File: src/rtl/pair_pkg.sv
`timescale 1ns/1ps
// Package pair_pkg
// Shared widths and types for the dual-issue pairing unit.
// Assumes: register indices and payloads are plain bit vectors.
package pair_pkg;
    parameter int unsigned REG_W = 5;
    parameter int unsigned PAY_W = 16;

    // One lane slot as it moves through the stage chain
    typedef struct packed {
        logic             valid;
        logic [PAY_W-1:0] payload;
    } lane_t;

    // How many queue entries the issue point took this cycle
    typedef enum logic [1:0] {
        CNT_NONE = 2'd0,
        CNT_ONE  = 2'd1,
        CNT_TWO  = 2'd2
    } issue_cnt_e;
endpackage

File: src/rtl/pair_dep_check.sv
`timescale 1ns/1ps
// Module pair_dep_check
// Finds register dependencies of the younger slot on the older slot.
// raw_hit: the younger reads a register that the older writes.
// waw_hit: both write the same register.
// Assumes: an index is only meaningful when its use or write-enable flag is set.
module pair_dep_check
    import pair_pkg::*;
(
    input  logic             old_we,
    input  logic [REG_W-1:0] old_dst,
    input  logic             yng_we,
    input  logic [REG_W-1:0] yng_dst,
    input  logic             yng_srca_use,
    input  logic [REG_W-1:0] yng_srca,
    input  logic             yng_srcb_use,
    input  logic [REG_W-1:0] yng_srcb,
    output logic             raw_hit,
    output logic             waw_hit
);
    logic hit_a;
    logic hit_b;

    // Compare each younger source against the older destination
    always_comb begin
        hit_a   = yng_srca_use && (yng_srca == old_dst);
        hit_b   = yng_srcb_use && (yng_srcb == old_dst);
        raw_hit = old_we && (hit_a || hit_b);
    end

    // Compare the two destinations
    always_comb begin
        waw_hit = old_we && yng_we && (yng_dst == old_dst);
    end
endmodule

File: src/rtl/pair_issue_sel.sv
`timescale 1ns/1ps
// Module pair_issue_sel
// Chooses single or dual issue and drives both lane entries and the count.
// Assumes: slot 1 is the instruction right after slot 0 in program order,
// and the dependency flags come from pair_dep_check.
module pair_issue_sel
    import pair_pkg::*;
(
    input  logic             clk,
    input  logic             rst_n,
    input  logic             stall,
    input  logic             s0_valid,
    input  logic [PAY_W-1:0] s0_payload,
    input  logic             s1_valid,
    input  logic             s1_simple,
    input  logic             s1_shift,
    input  logic [PAY_W-1:0] s1_payload,
    input  logic             raw_hit,
    input  logic             waw_hit,
    output lane_t            u_lane,
    output lane_t            v_lane,
    output issue_cnt_e       cnt
);
    logic v_fit;
    logic pair_ok;

    // Check whether slot 1 is allowed in the secondary lane
    always_comb begin
        v_fit   = s1_valid && s1_simple && !s1_shift;
        pair_ok = s0_valid && v_fit && !raw_hit && !waw_hit;
    end

    // Fill the lane entries; a stall turns both into bubbles
    always_comb begin
        u_lane.valid   = s0_valid && !stall;
        u_lane.payload = s0_payload;
        v_lane.valid   = pair_ok && !stall;
        v_lane.payload = s1_payload;
    end

    // Report how many entries were consumed
    always_comb begin
        if (stall || !s0_valid) cnt = CNT_NONE;
        else if (pair_ok)       cnt = CNT_TWO;
        else                    cnt = CNT_ONE;
    end


    v_needs_u_chk: assert property (@(posedge clk) disable iff (!rst_n)
        v_lane.valid |-> u_lane.valid);

    no_shift_in_v_chk: assert property (@(posedge clk) disable iff (!rst_n)
        v_lane.valid |-> (s1_simple && !s1_shift));

    stall_quiet_chk: assert property (@(posedge clk) disable iff (!rst_n)
        stall |-> (cnt == CNT_NONE && !u_lane.valid && !v_lane.valid));

    count_match_chk: assert property (@(posedge clk) disable iff (!rst_n)
        $countones({u_lane.valid, v_lane.valid}) == int'(cnt));
endmodule

File: src/rtl/pair_lockstep_chain.sv
`timescale 1ns/1ps
// Module pair_lockstep_chain
// NSTAGE lane-pair registers behind the issue point. All stages advance
// together, or all hold together, so a pair never splits.
// Assumes: advance is low for the whole chain while downstream stalls.
module pair_lockstep_chain
    import pair_pkg::*;
#(
    parameter int unsigned NSTAGE = 4
)(
    input  logic              clk,
    input  logic              rst_n,
    input  logic              advance,
    input  lane_t             u_in,
    input  lane_t             v_in,
    output logic [NSTAGE-1:0] u_vld,
    output logic [NSTAGE-1:0] v_vld,
    output lane_t             u_last,
    output lane_t             v_last
);
    localparam int unsigned LAST = NSTAGE - 1;

    lane_t [NSTAGE-1:0] u_stg;
    lane_t [NSTAGE-1:0] v_stg;

    for (genvar k = 0; k < NSTAGE; k++) begin : g_stage
        lane_t u_src;
        lane_t v_src;

        if (k == 0) begin : g_head
            assign u_src = u_in;
            assign v_src = v_in;
        end else begin : g_body
            assign u_src = u_stg[k-1];
            assign v_src = v_stg[k-1];
        end

        // Stage register: clear on reset, load on advance, else hold
        always_ff @(posedge clk) begin
            if (!rst_n) begin
                u_stg[k] <= '0;
                v_stg[k] <= '0;
            end else if (advance) begin
                u_stg[k] <= u_src;
                v_stg[k] <= v_src;
            end
        end

        assign u_vld[k] = u_stg[k].valid;
        assign v_vld[k] = v_stg[k].valid;


        stall_hold_chk: assert property (@(posedge clk) disable iff (!rst_n)
            !advance |=> ($stable(u_stg[k]) && $stable(v_stg[k])));

        lockstep_pair_chk: assert property (@(posedge clk) disable iff (!rst_n)
            v_stg[k].valid |-> u_stg[k].valid);
    end

    assign u_last = u_stg[LAST];
    assign v_last = v_stg[LAST];
endmodule

File: src/rtl/dual_issue_pair.sv
`timescale 1ns/1ps
// Module dual_issue_pair
// Top of the pairing unit: dependency check, issue selection, lockstep chain.
// Assumes: slot 0 is older than slot 1, and the upstream queue advances
// by issue_cnt each cycle.
module dual_issue_pair
    import pair_pkg::*;
#(
    parameter int unsigned NSTAGE = 4
)(
    input  logic                       clk,
    input  logic                       rst_n,
    input  logic                       stall,
    input  logic                       s0_valid,
    input  logic                       s0_simple,
    input  logic                       s0_shift,
    input  logic                       s0_dst_we,
    input  logic [pair_pkg::REG_W-1:0] s0_dst,
    input  logic                       s0_srca_use,
    input  logic [pair_pkg::REG_W-1:0] s0_srca,
    input  logic                       s0_srcb_use,
    input  logic [pair_pkg::REG_W-1:0] s0_srcb,
    input  logic [pair_pkg::PAY_W-1:0] s0_payload,
    input  logic                       s1_valid,
    input  logic                       s1_simple,
    input  logic                       s1_shift,
    input  logic                       s1_dst_we,
    input  logic [pair_pkg::REG_W-1:0] s1_dst,
    input  logic                       s1_srca_use,
    input  logic [pair_pkg::REG_W-1:0] s1_srca,
    input  logic                       s1_srcb_use,
    input  logic [pair_pkg::REG_W-1:0] s1_srcb,
    input  logic [pair_pkg::PAY_W-1:0] s1_payload,
    output logic [1:0]                 issue_cnt,
    output logic                       iss_u_valid,
    output logic [pair_pkg::PAY_W-1:0] iss_u_payload,
    output logic                       iss_v_valid,
    output logic [pair_pkg::PAY_W-1:0] iss_v_payload,
    output logic [NSTAGE-1:0]          stg_u_valid,
    output logic [NSTAGE-1:0]          stg_v_valid,
    output logic [pair_pkg::PAY_W-1:0] wb_u_payload,
    output logic [pair_pkg::PAY_W-1:0] wb_v_payload
);
    logic       raw_hit;
    logic       waw_hit;
    lane_t      u_lane;
    lane_t      v_lane;
    lane_t      u_last;
    lane_t      v_last;
    issue_cnt_e cnt;

    // Slot 0 source fields belong to older instructions' hazards, not this pair
    logic unused_s0;
    assign unused_s0 = ^{s0_simple, s0_shift, s0_srca_use, s0_srca,
                         s0_srcb_use, s0_srcb};

    pair_dep_check u_dep (
        .old_we       (s0_dst_we),
        .old_dst      (s0_dst),
        .yng_we       (s1_dst_we),
        .yng_dst      (s1_dst),
        .yng_srca_use (s1_srca_use),
        .yng_srca     (s1_srca),
        .yng_srcb_use (s1_srcb_use),
        .yng_srcb     (s1_srcb),
        .raw_hit      (raw_hit),
        .waw_hit      (waw_hit)
    );

    pair_issue_sel u_sel (
        .clk        (clk),
        .rst_n      (rst_n),
        .stall      (stall),
        .s0_valid   (s0_valid),
        .s0_payload (s0_payload),
        .s1_valid   (s1_valid),
        .s1_simple  (s1_simple),
        .s1_shift   (s1_shift),
        .s1_payload (s1_payload),
        .raw_hit    (raw_hit),
        .waw_hit    (waw_hit),
        .u_lane     (u_lane),
        .v_lane     (v_lane),
        .cnt        (cnt)
    );

    pair_lockstep_chain #(.NSTAGE(NSTAGE)) u_chain (
        .clk     (clk),
        .rst_n   (rst_n),
        .advance (!stall),
        .u_in    (u_lane),
        .v_in    (v_lane),
        .u_vld   (stg_u_valid),
        .v_vld   (stg_v_valid),
        .u_last  (u_last),
        .v_last  (v_last)
    );

    // Drive the issue-point and last-stage outputs
    always_comb begin
        issue_cnt     = cnt;
        iss_u_valid   = u_lane.valid;
        iss_u_payload = u_lane.payload;
        iss_v_valid   = v_lane.valid;
        iss_v_payload = v_lane.payload;
        wb_u_payload  = u_last.payload;
        wb_v_payload  = v_last.payload;
    end


    raw_block_chk: assert property (@(posedge clk) disable iff (!rst_n)
        iss_v_valid |-> !(s0_dst_we &&
            ((s1_srca_use && s1_srca == s0_dst) ||
             (s1_srcb_use && s1_srcb == s0_dst))));

    waw_block_chk: assert property (@(posedge clk) disable iff (!rst_n)
        iss_v_valid |-> !(s0_dst_we && s1_dst_we && s1_dst == s0_dst));
endmodule

File: config.mk
export PLATFORM = sky130hd
export DESIGN_NAME = dual_issue_pair
export DESIGN_NICKNAME = d
export VERILOG_FILES = /design/src/rtl/pair_pkg.sv /design/src/rtl/pair_dep_check.sv /design/src/rtl/pair_issue_sel.sv /design/src/rtl/pair_lockstep_chain.sv /design/src/rtl/dual_issue_pair.sv
export SDC_FILE = /design/constraint.sdc
export NUM_CORES = 1
export LEC_CHECK = 0
export BUFFER_PORTS_ARGS = -buffer_cell sky130_fd_sc_hd__clkbuf_2
export CAP_MARGIN = 10
export CORE_MARGIN = 2
export CORE_UTILIZATION = 43
export CTS_CLUSTER_DIAMETER = 40
export DETAILED_ROUTE_END_ITERATION = 12
export PLACE_DENSITY = 0.79
export SETUP_SLACK_MARGIN = 0.15
export SLEW_MARGIN = 10
export SYNTH_ARGS = -nofsm -noshare
export SYNTH_HDL_FRONTEND = slang
export SYNTH_SLANG_ARGS = --single-unit
File: constraint.sdc
create_clock -name clk -period 2.65 [get_ports clk]
set_input_delay 0.53 -clock clk [delete_from_list [all_inputs] [get_ports clk]]
set_output_delay 0.53 -clock clk [all_outputs]
set_load 0.01 [all_outputs]
* Word-level counts from Yosys, hierarchy flattened *
Index checks and enable logic that the tools add are counted.

storage, ports and cells
  register bits after elaboration = 136
  bits of input ports = 77

operators by class
  eq/ne operators = 3
  mux-type cells = 2
  reduce and logical (&&, ||, !) cells = 19

operators by type and width
  cell                 number
  $eq A5 B5 Y1         3
  $logic_and A1 B1 Y1  12
  $logic_not A1 Y1     5
  $mux W2              2
  $logic_or A1 B1 Y1   2

* Longest topological paths before layout *
Gate-level depths: netlist of run 1.

  depth after elaboration = 9
  mapped depth = 5
  depth with buffers taken out = 5

* Cells and area by module *
Synthesis of run 1 repeated with hierarchy kept, for this count alone.

second synthesis, totals
  cell total of the unflattened synthesis = 508
  area, all modules = 5660.4 um2

by module, submodules not included
  module               times used  cells each  area an instance (um2)
  pair_lockstep_chain  1           446         5200.0
  pair_issue_sel       1           38          281.5
  pair_dep_check       1           23          175.2
  dual_issue_pair      1           1           3.8

* Worst setup path before layout of run 1 *
No wires, ideal clock.

  path kind = input to output
  from = input s0_dst[1] in the netlist's numbering
  to = output issue_cnt[0]
  arrival time = 1380 ps
  required time = 2120 ps
  slack = 740 ps
  stages = 5
  path buffers = 0
  cell sequence = xor2_1 -> nor4_1 -> and3_1 -> o21a_2 -> o31a_1

on the way
  cells in the longest elaborated chain, start to end = 9
  elaborated cells between the ends (all ways) = 14
  classes of those cells = eq/ne: 3; mux: 2; reduce/logical: 9

RTL lines
  item                                           RTL line                                    source
  from (decl)                                    dual_issue_pair.sv:18                       input logic [pair_pkg::REG_W-1:0] s0_dst,
  $eq A5 B5 Y1, on equally long branches         pair_dep_check.sv:26, pair_dep_check.sv:27
  $logic_and A1 B1 Y1, on equally long branches  pair_dep_check.sv:26, pair_dep_check.sv:27
  $logic_or A1 B1 Y1                             pair_dep_check.sv:28                        raw_hit = old_we && (hit_a || hit_b);
  $logic_and A1 B1 Y1                            pair_dep_check.sv:28
  $logic_not A1 Y1                               pair_issue_sel.sv:30                        pair_ok = s0_valid && v_fit && !raw_hit && !waw_hit;
  $logic_and A1 B1 Y1                            pair_issue_sel.sv:30
  $logic_and A1 B1 Y1 (*)                        pair_issue_sel.sv:30
  $mux W2 (*)                                    pair_issue_sel.sv:44                        else if (pair_ok) cnt = CNT_TWO;
  $mux W2 (*)                                    pair_issue_sel.sv:43                        if (stall || !s0_valid) cnt = CNT_NONE;
  to (decl)                                      dual_issue_pair.sv:34                       output logic [1:0] issue_cnt,

Every way passes the cells marked *; elsewhere a longest branch is shown, timed or not.

* Worst setup path after layout of run 1 *
Same ends and word-level chain as after synthesis.

==> summary.txt, run 1 <==
Place
  – DP Area: 5746 sq um
  – Routability cong.: 0.7145
  – Port Buf Inserts: 138
  – Pre-CTS setup slack: 0.4088 ns
  – Placed cell count: 729
  – Detailed Place HPWL: 6038 um

Timing
  – Clk_skew: 0.008089 ns
  – Final slew viol count: 0
  – Tightest hold margin: 0.3703 ns
  – Part of the cycle the worst path needs: 84.21%
  – Fmax: 0.4481 GHz
  – Final hold vios: 0
  – Slew headroom: 39.87%
  – Unrepaired setup endpoints after global routing: no
  – Worst Tran Pin Value: 0.9020 ns
  – Min cycle time layout: 2.231 ns
  – # setup viols final: 0
  – Final WS setup: 0.4185 ns
  – Setup TNS: 0 ns

Final layout
  – Commonest non-fill, non-tap cell in the layout: nor2_1
  – Most frequent cells in the layout: 138 x nor2_1, 137 x clkbuf_2, 136 x dfxtp_1
  – Antenna cells: 0
  – Design area: 6307 sq um
  – Non-Filler Instances: 761
  – Area Growth Syn to Fin: 20.25%
  – Layout Nets: 678
  – Finished Core Util: 52.73%
  – Layout cell share with drive strength beyond 1: 28.50%
  – Fillers: 1,053

Clock network
  – Worst-path clk slew: 0.06 ns
  – CTS tree: done
  – H-tree levels: 4
  – Root Driver: clkbuf_16
  – Maximum root-to-sink buffer count: 2
  – Clock sink count: 136
  – Number of hold buffers added after cts: 0
  – TritonCTS Buffers: 17
  – Clk Latency, worst-skew pair: 0.40 ns
  – Post-CTS setup buffer count: 0
  – Count of cells resized by post-cts repair: 0

Worst setup path
  – CP required: 2.12 ns
  – Worst Path Max Fanout: 3
  – Worst reg2reg setup slack: 1.88 ns
  – Startpoint Class: input port
  – Worst reg2reg path depth: 2
  – CP arrival: 1.70 ns
  – Crit path kind: in -> out
  – Worst setup EP type: output pin

GRT
  – M2 GR Usage: 25.60%
  – Vias in the first global route: 3,465
  – Global routing's busiest layer: met2
  – Grt total ovfl: 0
  – Largest net degree at the start of global routing: 137
  – Initial antenna violation count: 0
  – GR Layer Usage met1: 15.03%
  – All-Layer GR Usage: 14.05%
  – Met3 Usage GRT: 4.817%
  – First-pass GRT wire length: 14,880 um

Pwr
  – Power Density: 737.5 nW/um^2
  – Internal power: 3.586 mW
  – Static Leakage: 3.085 nW
  – Maximum vdd drop: 316.7 uV
  – Gate power share: 7.3%
  – Sw Share: 22.91%
  – Tot Pwr: 4.652 mW
  – Net Sw Power: 1.066 mW
  – Clk pwr share: 46.7%
  – Flop pwr share: 45.9%

Drt
  – DRT Wirelength: 9025 um
  – First-pass iteration count of the detailed router: 4
  – Antenna-violating nets left: 0
  – Vias: 3,648
  – Drt initial violations: 123
  – Residual DRC: 0
  – Post-DR vias/cell: 4.794
  – Wire per inst: 11.86 um

Floorplanning
  – Width of the chip: 114.4 um
  – Die Height: 114.4 um
  – Initial Util: 43.85%
  – Core Box Area: 11,960 sq um
  – Boundary Pins: 153
  – Site Rows: 40
  – Die area: 13,100 sq um

Logic synthesis
  – Synth top area share: 51.91%
  – Dominant cell type by area after synthesis: dfxtp_1
  – Synth Cell Area: 5245 sq um
  – Synth area leaders: dfxtp_1 52%, mux2i_1 26%, nor2_1 9.9%
  – Xor and xnor area share after synthesis: 2.505%
  – Synth Area in Simple Gates: 10.95%
  – Avg Inst Size Synth: 10.30 sq um
  – Compound-cell area share of the yosys netlist: 0.8588%
  – Syn Nets: 586
  – Largest family of logic cells by synthesized area: multiplexers
  – Mapped Cells: 509
  – Synth cell types: 22
  – Mux cell area share after synthesis: 25.57%
  – Yosys reg bits: 136
  – Yosys warns: 0
  – Adder-cell share of the synthesized area: 0%
  – Register area share after synthesis: 51.91%

Hold path
  – Worst Hold Class: in -> reg
  – WHS Path Cells: 3

Outcome
  – Status: completed

Run
  – # Max-Cap Violations: 0
[Yosys cell counts]
cell,number
nand2_1,5
nor4_1,1
o22ai_1,1
dfxtp_1,136
a21oi_2,1
and3_1,1
buf_4,42
mux2i_1,134
o21a_2,1
nand4_1,2
a21oi_1,1
inv_1,1
nor2_1,138
nand2b_1,1
xor2_1,4
or3_1,1
inv_2,1
buf_2,11
o31a_1,1
clkbuf_1,14
xnor2_1,11
a22oi_1,1
[layout make-up]
class,instances,area [sq um],area share [%]
clock inverter,14,122.6,1.944
timing repair buffer,140,737.0,11.68
multi-input combinational,304,2092,33.17
clock buffer,18,439.2,6.963
sequential,136,2723,43.17
inverter,2,10.01,0.1587
tap,147,183.9,2.916
[worst max-delay path, cell delays in order]
cell and delay, ns:
clkbuf_2 0.12, xor2_1 0.17, nor4_1 0.27, and3_1 0.22, o21a_2 0.14, o31a_1 0.13
clkbuf_2 0.13
[final timing paths]
check,start,endpoint
hold reg to reg,u_chain.u_vld[0],u_chain.u_vld[0]
setup reg to reg,u_chain.v_vld[0],u_chain.v_vld[0]
hold / removal,s1_payload[8],u_chain.g_stage[1].v_src[8]
setup / recovery,s0_dst[1],issue_cnt[0]
[sequential cells by signal, summed over array words and instances, names as in the netlist]
register / flops
u_chain.g_stage.v_src: 48
u_chain.u_last: 17
u_chain.g_stage.u_src: 48
u_chain.v_last: 17
u_chain.u_vld: 3
u_chain.v_vld: 3
[power by group through the flow]
stage | Combinational [mW] | Clock [mW] | Sequential [mW]
after CTS | 0.347 | 2.23 | 2.14
after global placement | 0.333 | 0 | 2.18
after global routing | 0.377 | 2.32 | 2.14
after detailed placement | 0.346 | 0 | 2.18
after floorplan | 0.264 | 0 | 2.17
final | 0.342 | 2.17 | 2.14
[logic make-up (layout without fill, tap and decap cells)]
| group | count (synthesis) | after routing |
|---|---|---|
| AO/OA/AOI/OAI | 6 | 6 |
| buffers and inverters | 69 | 174 |
| multiplexers | 134 | 134 |
| AND/OR/NAND/NOR | 149 | 149 |
| flip-flops | 136 | 136 |
| XOR/XNOR | 15 | 15 |
[per-layer routing]
layer	vias to the layer above	share of wire [%]
met4	0	1.0
met1	1699	43
met2	103	51
li1	1837	-
met5	-	0
met3	9	5.2
Note: power is estimated with default switching activity, not from simulation.
==> inputs of run 2 (changes only) <==
Settings changed: PLACE_DENSITY 0.79 to 0.82.
Clock period 2.65 ns to 1.9 ns, I/O delays scaled along.
==> run 2 against run 1 <==
Effect of this change:
- critical path depth grew 1
- non-clock buffer count grew 3
- register-to-register slack lost 0.74 ns
- clock power grew 42%
- clock-buffer cell count shrank 1
- sequential power grew 39%
- global-route usage grew 0.62 points
- cell area grew 1.2%
- flip-flop and latch count is the same
- die area is the same
- critical path type unchanged
==> summary.txt, run 2 (synthesis results as in run 1) <==
Floorplanning
  – Die Height: 114.4 um (unchanged)
  – Core Box Area: 11,960 sq um (unchanged)
  – Initial Util: 43.85% (unchanged)
  – Die area: 13,100 sq um (unchanged)
  – Width of the chip: 114.4 um (unchanged)
  – Boundary Pins: 153 (unchanged)
  – Site Rows: 40 (unchanged)

Place
  – Pre-CTS setup slack: -0.05107 ns (-0.4599 ns)
  – Port Buf Inserts: 138 (unchanged)
  – Routability cong.: 0.7716 (+8.0%)
  – Detailed Place HPWL: 6225 um (+3.1%)

Timing
  – Worst Tran Pin Value: 0.5731 ns (-0.3289 ns)
  – Fmax: 0.5311 GHz
  – Final WS setup: 0.01703 ns (-0.4015 ns)
  – Clk_skew: 0.009331 ns (+0.001242 ns)
  – Slew headroom: 61.79% (+22 points)
  – Final hold vios: 0 (unchanged)
  – Min cycle time layout: 1.883 ns
  – Setup TNS: 0 ns (unchanged)
  – # setup viols final: 0 (unchanged)
  – Tightest hold margin: 0.2103 ns (-0.1600 ns)
  – Part of the cycle the worst path needs: 99.10%
  – Final slew viol count: 0 (unchanged)
  – Unrepaired setup endpoints after global routing: yes

Pwr
  – Tot Pwr: 6.558 mW (+41%)
  – Clk pwr share: 47.1% (+0.4 points)
  – Power Density: 1028 nW/um^2 (+39%)
  – Internal power: 4.991 mW (+39%)
  – Gate power share: 7.5% (+0.2 points)
  – Net Sw Power: 1.567 mW (+47%)
  – Sw Share: 23.89% (+0.98 points)
  – Static Leakage: 3.094 nW (+0.31%)
  – Flop pwr share: 45.4% (-0.5 points)
  – Maximum vdd drop: 620.2 uV (+96%)

Hold path
  – Hold Path End: u_chain.g_stage[1].v_src[11]
  – Worst Hold Class: in -> reg
  – WHS Path Cells: 3 (unchanged)
  – Hold Crit Start: s1_payload[11]

Clock network
  – CTS tree: done
  – Clock sink count: 136 (unchanged)
  – TritonCTS Buffers: 17 (unchanged)
  – H-tree levels: 4 (unchanged)
  – Clk Latency, worst-skew pair: 0.41 ns (about the same)
  – Root Driver: clkbuf_16
  – Number of hold buffers added after cts: 0 (unchanged)
  – Worst-path clk slew: 0.06 ns (about the same)
  – Maximum root-to-sink buffer count: 2 (unchanged)

Worst setup path
  – FF-to-FF Start: u_chain.v_vld[0]
  – CP required: 1.52 ns (-0.60 ns)
  – Startpoint Class: input port
  – R2r endpoint: u_chain.v_vld[0]
  – Worst reg2reg setup slack: 1.14 ns (-0.74 ns)
  – Worst reg2reg path depth: 2 (unchanged)
  – Crit path kind: in -> out
  – Worst setup EP type: output pin
  – Worst Path Max Fanout: 3 (unchanged)
  – CP arrival: 1.50 ns (-0.20 ns)

Drt
  – First-pass iteration count of the detailed router: 4 (unchanged)
  – Residual DRC: 0 (unchanged)
  – Post-DR vias/cell: 4.738 (-1.2%)
  – Wire per inst: 12.04 um (+1.5%)
  – Drt initial violations: 130 (+5.7%)
  – DRT Wirelength: 9195 um (+1.9%)
  – Vias: 3,620 (-0.77%)
  – Antenna-violating nets left: 0 (unchanged)

GRT
  – Grt total ovfl: 0 (unchanged)
  – All-Layer GR Usage: 14.67% (+0.62 points)
  – Largest net degree at the start of global routing: 137 (unchanged)
  – Vias in the first global route: 3,371 (-2.7%)
  – First-pass GRT wire length: 15,350 um (+3.1%)
  – Initial antenna violation count: 0 (unchanged)

Final layout
  – Layout Nets: 681 (+0.44%)
  – Area Growth Syn to Fin: 21.68%
  – Commonest non-fill, non-tap cell in the layout: nor2_1
  – Fillers: 1,071 (+1.7%)
  – Antenna cells: 0 (unchanged)
  – Most frequent cells in the layout: 137 x nor2_1, 136 x dfxtp_1, 134 x mux2i_1
  – Layout cell share with drive strength beyond 1: 29.01% (+0.51 points)

Outcome
  – Status: completed

Run
  – # Max-Cap Violations: 0 (unchanged)
[run 2: through the flow]
step / util [%] / instance area (sq um) / cells
finish: 53.36 / 6382 / 764
CTS: 53.24 / 6369 / 764
global route: 53.36 / 6382 / 764
floorplan: - / 5245 / 509
global placement: 48.20 / 5766 / 730
detailed placement: 48.20 / 5766 / 730
[run 2: worst max-delay path: stages]
cell and delay, ns:
buf_4 0.13, xor2_1 0.15, nor4_1 0.06, and3_1 0.16, o21a_2 0.22, buf_4 0.13
nor2_2 0.13, clkbuf_2 0.15
[run 2: repair_timing]
item                       4_1_cts  5_1_grt
cloned                           0        0
resized for setup                3        9
setup endpoints to repair        3        3
buffers inserted                 2        0
pin swaps                        6        2
[run 2: final cells by class]
| type | instances | area, sq um | share of cell area (%) |
|---|---|---|---|
| repair buffers | 143 | 803.3 | 12.59 |
| clock inverters | 15 | 142.6 | 2.235 |
| flip-flops and latches | 136 | 2723 | 42.66 |
| well taps | 147 | 183.9 | 2.882 |
| inverters | 2 | 10.01 | 0.1568 |
| multi-input cells | 304 | 2095 | 32.82 |
| clock buffers | 17 | 425.4 | 6.665 |
[run 2: routing by layer]
metal	vias up	routed length [um]	global-route usage, %
li1	1856	-	-
met3	12	442	4.870
met2	97	4474	24.14
met5	-	0	0
met4	0	131	6.341
met1	1655	4146	17.49
[run 2: worst max path at each step]
stage / slack, ns / from / to
after detailed placement: -0.05 / s0_dst[3] / issue_cnt[0]
after CTS: -0.007 / s0_dst[1] / issue_cnt[0]
after global placement: -0.03 / s0_dst[1] / issue_cnt[0]
after floorplan: 0.29 / s0_dst[1] / issue_cnt[0]
after global routing: -0.03 / s1_srcb[1] / iss_v_valid
final: 0.02 / s0_dst[4] / issue_cnt[1]
[run 2: power groups by stage]
stage | logic (mW) | clock network, mW | registers, mW
6_report | 0.489 | 3.09 | 2.98
5_1_grt | 0.537 | 3.31 | 2.99
4_1_cts | 0.490 | 3.18 | 2.98
3_5_place_dp | 0.483 | 0 | 3.04
3_3_place_gp | 0.467 | 0 | 3.04
2_1_floorplan | 0.368 | 0 | 3.03
==> inputs of run 3 (changes only) <==
Settings changed: GPL_TIMING_DRIVEN set to 0, PLACE_DENSITY 0.82 to 0.68.
==> run 3 against run 2 <==
Effect of this change:
- setup slack got worse by 0.019 ns
- utilization increased by 3.9 points
- largest cell class unchanged
- maximum frequency decreased by 1.0%
- critical path depth decreased by 1
- first-iteration DRC count increased by 6.2%
- total power increased by 10%
- cell count increased by 8.1%
- clock skew decreased by 0.0049 ns
- clock-buffer cell count increased by 3
- wire length increased by 18%
- global-route usage increased by 2.7 points
- critical path type unchanged
- the flow now finishes with violations (setup timing)
==> summary.txt, run 3 (synthesis results as in run 1) <==
Outcome
  – Status: complete, but fails checks
  – Failing checks: setup timing

Timing
  – Slew headroom: 60.07% (-1.7 points)
  – Final hold vios: 0 (unchanged)
  – Worst Tran Pin Value: 0.5990 ns (+0.02584 ns)
  – Part of the cycle the worst path needs: 100.1% (+1.0 points)
  – Tightest hold margin: 0.2255 ns (+0.01516 ns)
  – Clk_skew: 0.004431 ns (-0.004900 ns)
  – Unrepaired setup endpoints after global routing: yes
  – Setup TNS: -0.002046 ns (-0.002046 ns)
  – Min cycle time layout: 1.902 ns (+0.01908 ns)
  – Final slew viol count: 0 (unchanged)
  – Final WS setup: -0.002046 ns (-0.01908 ns)
  – Fmax: 0.5258 GHz (-1.0%)
  – # setup viols final: 1 (+1)

Floorplanning
  – Die area: 13,100 sq um (unchanged)
  – Width of the chip: 114.4 um (unchanged)
  – Die Height: 114.4 um (unchanged)
  – Initial Util: 43.85% (unchanged)
  – Site Rows: 40 (unchanged)
  – Core Box Area: 11,960 sq um (unchanged)
  – Boundary Pins: 153 (unchanged)

Final layout
  – Commonest non-fill, non-tap cell in the layout: nor2_1
  – Layout cell share with drive strength beyond 1: 33.58% (+4.6 points)
  – Area Growth Syn to Fin: 30.63%
  – Design area: 6852 sq um (+7.4%)
  – Sequential cell area: 2723 sq um (unchanged)
  – Layout Nets: 743 (+9.1%)
  – Non-Filler Instances: 826 (+8.1%)
  – Antenna cells: 0 (unchanged)
  – Area of the multi-input gates: 2121 sq um (+1.3%)
  – Fillers: 1,004 (-6.3%)
  – Most frequent cells in the layout: 138 x nor2_1, 136 x dfxtp_1, 134 x mux2i_1
  – Finished Core Util: 57.28% (+3.9 points)

Worst setup path
  – CP max-delay cell: o31a_1
  – Cell family with most CP delay: compound AO/OA/AOI/OAI gates
  – CP arrival: 1.52 ns (+0.02 ns)
  – Startpoint Class: input port
  – Critical path, cell by cell: buf_6 -> xor2_1 -> nor4_2 -> and3_1 -> o21a_2 -> o31a_1 -> buf_2
  – CP required: 1.52 ns (about the same)
  – Crit path kind: in -> out
  – Worst setup EP type: output pin
  – Max stage delay on crit path: 0.28 ns (+0.06 ns)
  – Worst Path Max Fanout: 3 (unchanged)
  – CP bufs+invs: 2 (-1)

Clock network
  – H-tree levels: 4 (unchanged)
  – Maximum root-to-sink buffer count: 2 (unchanged)
  – CTS tree: done
  – Root Driver: clkbuf_16
  – Clock sink count: 136 (unchanged)
  – Worst-path clk slew: 0.05 ns (about the same)
  – TritonCTS Buffers: 17 (unchanged)
  – Post-CTS setup buffer count: 0 (-2)
  – Number of hold buffers added after cts: 0 (unchanged)
  – Clk Latency, worst-skew pair: 0.41 ns (about the same)

Place
  – DP Area: 6120 sq um (+6.1%)
  – Detailed Place HPWL: 8103 um (+30%)
  – Pre-CTS setup slack: -0.08885 ns (-0.03778 ns)
  – Placed cell count: 794 (+8.8%)
  – Port Buf Inserts: 138 (unchanged)
  – Routability cong.: 0.7592 (-1.6%)

Drt
  – First-pass iteration count of the detailed router: 4 (unchanged)
  – Antenna-violating nets left: 0 (unchanged)
  – Post-DR vias/cell: 4.657 (-1.7%)
  – Vias: 3,847 (+6.3%)
  – Residual DRC: 0 (unchanged)
  – Drt initial violations: 138 (+6.2%)
  – Wire per inst: 13.11 um (+9.0%)
  – DRT Wirelength: 10,830 um (+18%)

Pwr
  – Maximum vdd drop: 543.8 uV (-12%)
  – Power Density: 1054 nW/um^2 (+2.6%)
  – Static Leakage: 3.390 nW (+9.6%)
  – Tot Pwr: 7.222 mW (+10%)

GRT
  – Vias in the first global route: 3,698 (+9.7%)
  – Initial antenna violation count: 0 (unchanged)
  – First-pass GRT wire length: 17,460 um (+14%)
  – Grt total ovfl: 0 (unchanged)
  – All-Layer GR Usage: 17.35% (+2.7 points)
  – Largest net degree at the start of global routing: 17 (-88%)

Hold path
  – Worst Hold Class: in -> reg

Run
  – # Max-Cap Violations: 0 (unchanged)
run 3: changes by cell type in the layout (fill, tap and decap cells not counted), sizes merged:
cell / delta
buf: +48
bufinv: +5
clkbuf: +17
clkinv: +2
clkinvlp: -5
inv: -5
run 3: power by group:
part / internal, mW / switching, mW
logic: 0.283 / 0.287
clock network: 2.49 / 1.18
registers: 2.94 / 0.0449
total: 5.71 / 1.51
run 3: tightest hold or removal path: stages:
cell and delay (ns):
clkbuf_2 0.09, mux2i_1 0.06, nor2_1 0.07
run 3: path summary, 6_finish.rpt:
path / from / end / slack, ns / cells past startpoint
setup / recovery: s1_srcb[1] / issue_cnt[0] / -0.002 / 7
hold / removal: s1_payload[15] / u_chain.g_stage[1].v_src[15] / 0.23 / 3
hold reg to reg: u_chain.g_stage[1].u_src[11] / u_chain.g_stage[2].u_src[11] / 0.49 / 2
setup reg to reg: u_chain.v_vld[0] / u_chain.v_vld[0] / 1.12 / 2
run 3: per-layer routing:
layer | vias up | share of wire, % | track usage [%]
li1 | 1960 | - | -
met1 | 1755 | 44 | 19.93
met2 | 117 | 49 | 30.41
met3 | 15 | 5.0 | 5.188
met4 | 0 | 1.5 | 6.423
met5 | - | 0 | 0
run 3: layout make-up:
class | count | share of cell area (%)
plain buffers | 67 | 6.172
clock buffers | 20 | 6.519
clock inverters | 12 | 3.251
inverters | 2 | 0.1096
multi-input cells | 304 | 30.95
flip-flops and latches | 136 | 39.74
well taps | 147 | 2.684
repair buffers | 138 | 10.57
run 3: what timing repair did:
| item | CTS | global route |
|---|---|---|
| resized for setup | 3 | 15 |
| setup endpoints to repair | 3 | 3 |
| pin swaps | 7 | 8 |
